$ cat src/rtl/fcsr_pkg.sv
package fcsr_pkg;
    localparam int WORD_W    = 32;
    localparam int CC_COUNT  = 8;
    localparam int CC_SEL_W  = $clog2(CC_COUNT);
    localparam int CC0_POS   = 23;
    localparam int CCHI_LSB  = 25;
    localparam int CCHI_MSB  = CCHI_LSB + CC_COUNT - 2;
    localparam int CAUSE_W   = 6;
    localparam int CAUSE_LSB = 12;
    localparam int CAUSE_MSB = CAUSE_LSB + CAUSE_W - 1;
    localparam int MASK_W    = 5;
    localparam int EN_LSB    = 7;
    localparam int EN_MSB    = EN_LSB + MASK_W - 1;
    localparam int FLAG_LSB  = 2;
    localparam int FLAG_MSB  = FLAG_LSB + MASK_W - 1;

    typedef enum logic [CAUSE_W-1:0] {
        EXC_INEXACT = 6'd1,
        EXC_UNDER   = 6'd2,
        EXC_OVER    = 6'd4,
        EXC_DIVZ    = 6'd8,
        EXC_INVALID = 6'd16,
        EXC_UNIMPL  = 6'd32
    } exc_code_e;

    typedef struct packed {
        logic                cause_we;
        logic [CAUSE_W-1:0]  cause;
        logic                flag_we;
        logic [MASK_W-1:0]   flags;
        logic                cc_we;
        logic [CC_SEL_W-1:0] cc_sel;
        logic                cc_val;
    } au_req_t;

    function automatic logic mask_hit(input logic [CAUSE_W-1:0] cause,
                                      input logic [MASK_W-1:0]  enable);
        return (|(cause[MASK_W-1:0] & enable)) | cause[CAUSE_W-1];
    endfunction
endpackage

$ cat src/rtl/fcsr_cc_unit.sv
module fcsr_cc_unit
    import fcsr_pkg::*;
(
    input  logic [CC_COUNT-1:0] cc_cur,
    input  logic                cc_we,
    input  logic [CC_SEL_W-1:0] cc_sel,
    input  logic                cc_val,
    output logic [CC_COUNT-1:0] cc_next
);
    for (genvar i = 0; i < CC_COUNT; i++) begin : g_code
        always_comb begin
            if (cc_we && (cc_sel == CC_SEL_W'(i)))
                cc_next[i] = cc_val;
            else
                cc_next[i] = cc_cur[i];
        end
    end
endmodule

$ cat src/rtl/fcsr_exc_unit.sv
module fcsr_exc_unit
    import fcsr_pkg::*;
(
    input  logic [CAUSE_W-1:0] cause_cur,
    input  logic [MASK_W-1:0]  enable_cur,
    input  logic [MASK_W-1:0]  flags_cur,
    input  logic               cause_we,
    input  logic [CAUSE_W-1:0] cause_in,
    input  logic               flag_we,
    input  logic [MASK_W-1:0]  flags_in,
    output logic [CAUSE_W-1:0] cause_next,
    output logic [MASK_W-1:0]  flags_next,
    output logic               trap
);
    always_comb begin
        cause_next = cause_we ? cause_in : cause_cur;
        flags_next = flags_cur | (flag_we ? flags_in : '0);
        trap       = mask_hit(cause_cur, enable_cur);
    end
endmodule

$ cat src/rtl/fcsr_reg.sv
module fcsr_reg
    import fcsr_pkg::*;
(
    input  logic                clk,
    input  logic                rst,
    input  logic                sw_we,
    input  logic [WORD_W-1:0]   sw_wdata,
    output logic [WORD_W-1:0]   sw_rdata,
    input  logic                au_cause_we,
    input  logic [CAUSE_W-1:0]  au_cause,
    input  logic                au_flag_we,
    input  logic [MASK_W-1:0]   au_flags,
    input  logic                au_cc_we,
    input  logic [CC_SEL_W-1:0] au_cc_sel,
    input  logic                au_cc_val,
    output logic [CC_COUNT-1:0] cc_byte,
    output logic                trap
);
    logic [WORD_W-1:0]   csr_q, csr_d;
    logic [CC_COUNT-1:0] cc_cur, cc_next;
    logic [CAUSE_W-1:0]  cause_next;
    logic [MASK_W-1:0]   flags_next;
    au_req_t             req;

    assign req = '{cause_we: au_cause_we, cause: au_cause,
                   flag_we: au_flag_we, flags: au_flags,
                   cc_we: au_cc_we, cc_sel: au_cc_sel, cc_val: au_cc_val};

    assign cc_cur = {csr_q[CCHI_MSB:CCHI_LSB], csr_q[CC0_POS]};

    fcsr_cc_unit u_cc (
        .cc_cur (cc_cur),
        .cc_we  (req.cc_we),
        .cc_sel (req.cc_sel),
        .cc_val (req.cc_val),
        .cc_next(cc_next)
    );

    fcsr_exc_unit u_exc (
        .cause_cur (csr_q[CAUSE_MSB:CAUSE_LSB]),
        .enable_cur(csr_q[EN_MSB:EN_LSB]),
        .flags_cur (csr_q[FLAG_MSB:FLAG_LSB]),
        .cause_we  (req.cause_we),
        .cause_in  (req.cause),
        .flag_we   (req.flag_we),
        .flags_in  (req.flags),
        .cause_next(cause_next),
        .flags_next(flags_next),
        .trap      (trap)
    );

    always_comb begin
        if (sw_we) begin
            csr_d = sw_wdata;
        end else begin
            csr_d                      = csr_q;
            csr_d[CAUSE_MSB:CAUSE_LSB] = cause_next;
            csr_d[FLAG_MSB:FLAG_LSB]   = flags_next;
            csr_d[CCHI_MSB:CCHI_LSB]   = cc_next[CC_COUNT-1:1];
            csr_d[CC0_POS]             = cc_next[0];
        end
    end

    always_ff @(posedge clk) begin
        if (rst) csr_q <= '0;
        else     csr_q <= csr_d;
    end

    assign sw_rdata = csr_q;
    assign cc_byte  = cc_cur;

    logic past_ok;
    always_ff @(posedge clk) begin
        if (rst) past_ok <= 1'b0;
        else     past_ok <= 1'b1;
    end

    // a software write always lands intact
    assert_sw_wins_R8: assert property (@(posedge clk) disable iff (rst)
        (past_ok && sw_we) |=> (sw_rdata == $past(sw_wdata)));

    // flags only accumulate unless software rewrites the word
    assert_flags_sticky_R4: assert property (@(posedge clk) disable iff (rst)
        (past_ok && !sw_we) |=>
        ((sw_rdata[FLAG_MSB:FLAG_LSB] & $past(sw_rdata[FLAG_MSB:FLAG_LSB]))
            == $past(sw_rdata[FLAG_MSB:FLAG_LSB])));

    // cause field holds without an update
    assert_cause_hold_R3: assert property (@(posedge clk) disable iff (rst)
        (past_ok && !sw_we && !au_cause_we) |=>
        $stable(sw_rdata[CAUSE_MSB:CAUSE_LSB]));

    // a lone condition-code update flips at most one bit
    assert_cc_single_R5: assert property (@(posedge clk) disable iff (rst)
        (past_ok && !sw_we && !au_cause_we && !au_flag_we) |=>
        ($countones(sw_rdata ^ $past(sw_rdata)) <= 1));

    // unimplemented cause cannot be masked
    assert_unimpl_trap_R7: assert property (@(posedge clk) disable iff (rst)
        sw_rdata[CAUSE_MSB] |-> trap);
endmodule

$ cat config.mk
export PLATFORM = sky130hd
export DESIGN_NAME = fcsr_reg
export DESIGN_NICKNAME = d
export VERILOG_FILES = /design/src/rtl/fcsr_pkg.sv /design/src/rtl/fcsr_cc_unit.sv /design/src/rtl/fcsr_exc_unit.sv /design/src/rtl/fcsr_reg.sv
export SDC_FILE = /design/constraint.sdc
export NUM_CORES = 1
export LEC_CHECK = 0
export ABC_AREA = 0
export BUFFER_PORTS_ARGS = -buffer_cell sky130_fd_sc_hd__buf_4
export CORE_AREA = 2 2 63 65
export DETAILED_ROUTE_END_ITERATION = 7
export DIE_AREA = 0 0 65 67
export PLACE_DENSITY = 0.77
export SLEW_MARGIN = 20
export SYNTH_ARGS = -nofsm -noshare
export SYNTH_HDL_FRONTEND = slang
export SYNTH_SLANG_ARGS = --single-unit
export TNS_END_PERCENT = 30
$ cat constraint.sdc
create_clock -name clk -period 1 [get_ports clk]
set_input_delay 0.05 -clock clk [delete_from_list [all_inputs] [get_ports clk]]
set_output_delay 0.05 -clock clk [all_outputs]
set_load 0.02 [all_outputs]
Yosys cells after proc, flatten, opt, wreduce, memory -nomap -nowiden:

Cells that the tools add are included.

* bitwise operators: 3
* eq/ne operators: 7
* mux-type cells: 11
* reduce and logical (&&, ||, !) cells: 19

Operators with widths (count)
* 32-bit 2-to-1 mux: 1
* 2-bit nonzero test: 9
* 3-bit equality test (second input constant): 4
* 1-bit logical AND: 8
* 1-bit 2-to-1 mux: 8
* 3-bit by 2-bit equality test with 1-bit output (second input constant): 2
* 6-bit 2-to-1 mux: 1
* 5-bit AND: 1
* 5-bit 2-to-1 mux: 1
* 5-bit OR: 1
* 5-bit OR reduction: 1
* 3-bit by 1-bit equality test with 1-bit output (second input constant): 1
* 3-bit zero test: 1
* 1-bit OR: 1

* register bits after elaboration: 32
* logic and storage cells: 51
* input bits: 53
* output and inout bits: 41

Longest topological paths before layout:

* depth after elaboration: 4
* mapped depth: 5
* mapped depth without buffers: 3

Cells and area by module:

A second synthesis with hierarchy kept.

* cell total of the unflattened synthesis: 143
* area, all modules: 1574.0 um^2

Modules (own cells, without submodules)
* fcsr_reg: seq. area each 640.6 um^2, cells an instance 111, area an instance 1223.7 um^2, times used 1
* fcsr_cc_unit: seq. area each 0.0 um^2, cells an instance 16, area an instance 186.4 um^2, times used 1
* fcsr_exc_unit: seq. area each 0.0 um^2, cells an instance 16, area an instance 163.9 um^2, times used 1

Worst setup path before layout:

Ideal clock, no wire load.

* kind: register -> register
* start point: register, netlist name sw_rdata[25]
* end point: register csr_q[25] (netlist: sw_rdata[25])
* clock period less this slack: 937 ps
* arrival: 825 ps
* slack: 63 ps
* library setup time: 112 ps
* path buffers: 0
* required time: 888 ps
* cell stages (with the launch flop): 3
* cells stage by stage: dfxtp_1 -> nor3_1 -> a2111oi_1

RTL lines
* end signal, assigned: RTL line fcsr_reg.sv:66 `else csr_q <= csr_d;`
* end, declared: RTL line fcsr_reg.sv:19 `logic [WORD_W-1:0] csr_q, csr_d;`

Worst setup path after layout:

* start point: register csr_q[10] (netlist: sw_rdata[10])
* end point: output trap

* longest elaborated chain between the ends: 3

RTL lines
* 5-bit AND: RTL line fcsr_pkg.sv:38 `return (|(cause[MASK_W-1:0] & enable)) | cause[CAUSE_W-1];`
* 5-bit OR reduction: RTL line fcsr_pkg.sv:38
* 1-bit OR: RTL line fcsr_pkg.sv:38
* end, declared: RTL line fcsr_reg.sv:17 `output logic trap`

Every way passes these cells.

==> flow_metrics.py <==
metrics = {
    "power": {
        "p_leak_nw": 1.113,
        "ir_drop_mv": 0.8251,
        "power.density_mw_per_mm2": 1465,
    },
    "global_routing": {
        "grt_max_degree": 33,
        "antenna_found_initial": 0,
        "track_usage_pct": 17.52,
        "first_global_vias": 1259,
        "overflow": 0,
        "grt_first_pass_wirelength_um": 5816,
    },
    "synthesis": {
        "synth_area_per_cell_um2": 10.10,
        "syn_nets": 199,
        "synth-seq-cells": 32,
        "syn_area_mm2": 0.001474,
        "yosysWarnings": 0,
        "async_flop_share_pct": 0,
        "yosysUniqueCellTypes": 24,
        "seq_area_frac_synth_pct": 43.46,
        "synth_ff_type": "dfxtp_1",
        "synth_edf_count": 0,
        "synth_cells": 146,
    },
    "finish": {
        "mostFrequentLayoutCells": "buf_4, dfxtp_1, nor2_1",
        "n_antenna_cell": 0,
        "fin_util_pct": 64.16,
        "finalNetCount": 288,
        "area_growth_pct": 56.96,
        "largest_register_ffs": 32,
        "final_common_cell": "buf_4",
        "fillCellCount": 317,
        "drive_above_1_share_pct": 50.85,
    },
    "floorplanning": {
        "die_x_um": 65,
        "start_util_pct": 40.87,
        "ios": 94,
        "die_h_um": 67,
        "row_count": 22,
        "die_area_mm2": 0.004355,
        "core_area_mm2": 0.003606,
    },
    "sta": {
        "timing.final.crit_period_ns": 1.081,
        "setup_viol_count_final": 1,
        "setup_ws_ns": -0.08074,
        "drv_slew": 0,
        "period_share_pct": 108.1,
        "worst_pin_slew_ns": 0.3483,
        "timing.fmax_mhz": 925.3,
        "hold_viol_final": 0,
        "fin_skew_ns": 0,
        "final.setup.tns_ns": -0.08074,
        "rsz0062_at_grt": "yes",
        "slew_headroom_pct": 76.78,
    },
    "clock_network": {
        "cts_root_buf": "clkbuf_8",
        "cts_tree": "done",
        "clock_sinks": 32,
        "clock_latency_ns": 0.27,
        "clk_pin_slew_worst_paths_ns": 0.07,
        "clockBufferDepth": 2,
        "cts_max_level": 2,
        "numCtsBuffers": 5,
        "cts_hold_buf": 0,
    },
    "routing": {
        "dr_wl_met3_um": 206,
        "vias": 1354,
        "met1_length_um": 1499,
        "drt-total-wl_um": 3643,
        "wl_per_cell_um": 12.83,
        "drtIter0Drc": 41,
        "drtAntennaViolNets": 0,
        "vias_per_cell": 4.768,
        "met2_length_um": 1903,
        "drt-pass1-iter-count": 4,
        "top_layer": "met4",
        "drc": 0,
    },
    "placement": {
        "gp_congestion": 0.7409,
        "numPortBuffers": 93,
        "dp_hpwl_um": 2793,
    },
    "critical_path": {
        "r2r_cells": 3,
        "r2r_start": "sw_rdata[15]",
        "reg2reg_to": "sw_rdata[15]",
        "reg2reg_slack_ns": 0.11,
        "arrival_ns": 1.03,
        "critPathKind": "reg2out",
        "worst_ep_required_time_ns": 0.95,
        "endpoint_kind": "output port",
        "cp_max_fo": 3,
        "cp-start-kind": "flip-flop",
    },
    "hold_path": {
        "hold_path_end": "sw_rdata[13]",
        "min_from": "sw_wdata[13]",
        "hold_path_depth": 3,
        "min_path_type": "in2reg",
    },
    "outcome": {
        "status": "finished with violations",
        "violations": "negative setup slack",
    },
    "run": {
        "maxCapViolCount": 0,
    },
}
-- kinds of logic (layout without fill, tap and decap cells) --
family,after synthesis,after routing,share of synthesized area [%]
buf+inv,18,108,8.318
simple gates,54,54,21.05
compound gates,17,17,9.678
mux,25,25,17.49
flops,32,32,43.46
-- stage by stage --
step	worst slack [ns]	cells	cell area, um2	hold slack [ns]	power [W]
after CTS	-0.1042	284	2308	0.0008916	0.003434
after global placement	0.04122	275	2176	0.2841	0.002220
final	-0.08074	284	2313	0.008969	0.003390
after floorplan	0.06259	146	1474	0.1268	0.001858
after global routing	-0.1493	284	2313	0.01212	0.003563
after detailed placement	-0.06985	275	2176	0.2923	0.002231
-- worst max-delay path, cell delays in order, from the launching register on --
cell     delay [ns]
dfxtp_2        0.34
a22oi_2        0.17
nand3_1        0.11
buf_6          0.14
-- routing by layer --
layer | global-route usage (%) | vias to the layer above
li1 | - | 702
met1 | 20.93 | 609
met2 | 29.51 | 41
met3 | 4.392 | 2
met4 | 7.979 | 0
met5 | 0 | -
-- layout make-up --
type                            instances  area, um2  area share [%]
Clock inverter                          2      35.03           1.514
Inverter                                1      3.754          0.1622
Timing Repair Buffer                   99      772.0           33.37
Clock buffer                            6      72.57           3.137
Tap cell                               48      60.06           2.596
Sequential cell                        32      644.4           27.85
Multi-Input combinational cell         96      725.7           31.37
-- cells in the mapped netlist, drive strengths merged, types with 2 or more instances --
| master | count | area, um2 |
|---|---|---|
| a211oi | 5 | 37.54 |
| clkbuf | 4 | 15.01 |
| and4b | 3 | 30.03 |
| mux2i | 19 | 190.2 |
| a21oi | 2 | 10.01 |
| and4bb | 3 | 37.53 |
| dfxtp | 32 | 640.6 |
| buf | 13 | 103.8 |
| nor3 | 12 | 60.06 |
| mux2 | 6 | 67.56 |
| nor2 | 20 | 75.07 |
| a22oi | 2 | 15.01 |
| a2111oi | 7 | 70.07 |
| nor2b | 12 | 75.07 |
-- where the power goes --
part / internal (W) / total (W) / switching (W)
sequential: 0.00137 / 0.00143 / 0.0000650
clock: 0.000738 / 0.00118 / 0.000438
combinational: 0.000422 / 0.000783 / 0.000361
total: 0.00253 / 0.00339 / 0.000864
-- repair_timing --
| action | CTS | global route |
|---|---|---|
| cloned | 0 | 0 |
| pin swaps | 3 | 1 |
| buffers inserted | 1 | 0 |
| resized for setup | 6 | 1 |
| setup endpoints to repair | 1 | 2 |
-- how the worst max path moves through the flow --
stage / end / cells after the start / startpoint
detailed placement: sw_rdata[23] / 4 / au_cc_sel[2]
global route: trap / 3 / sw_rdata[9]
floorplan: sw_rdata[25] / 2 / sw_rdata[25]
global placement: sw_rdata[23] / 4 / au_cc_sel[2]
finish: trap / 3 / sw_rdata[10]
CTS: trap / 3 / sw_rdata[9]
(Power assumes the default switching activity.)
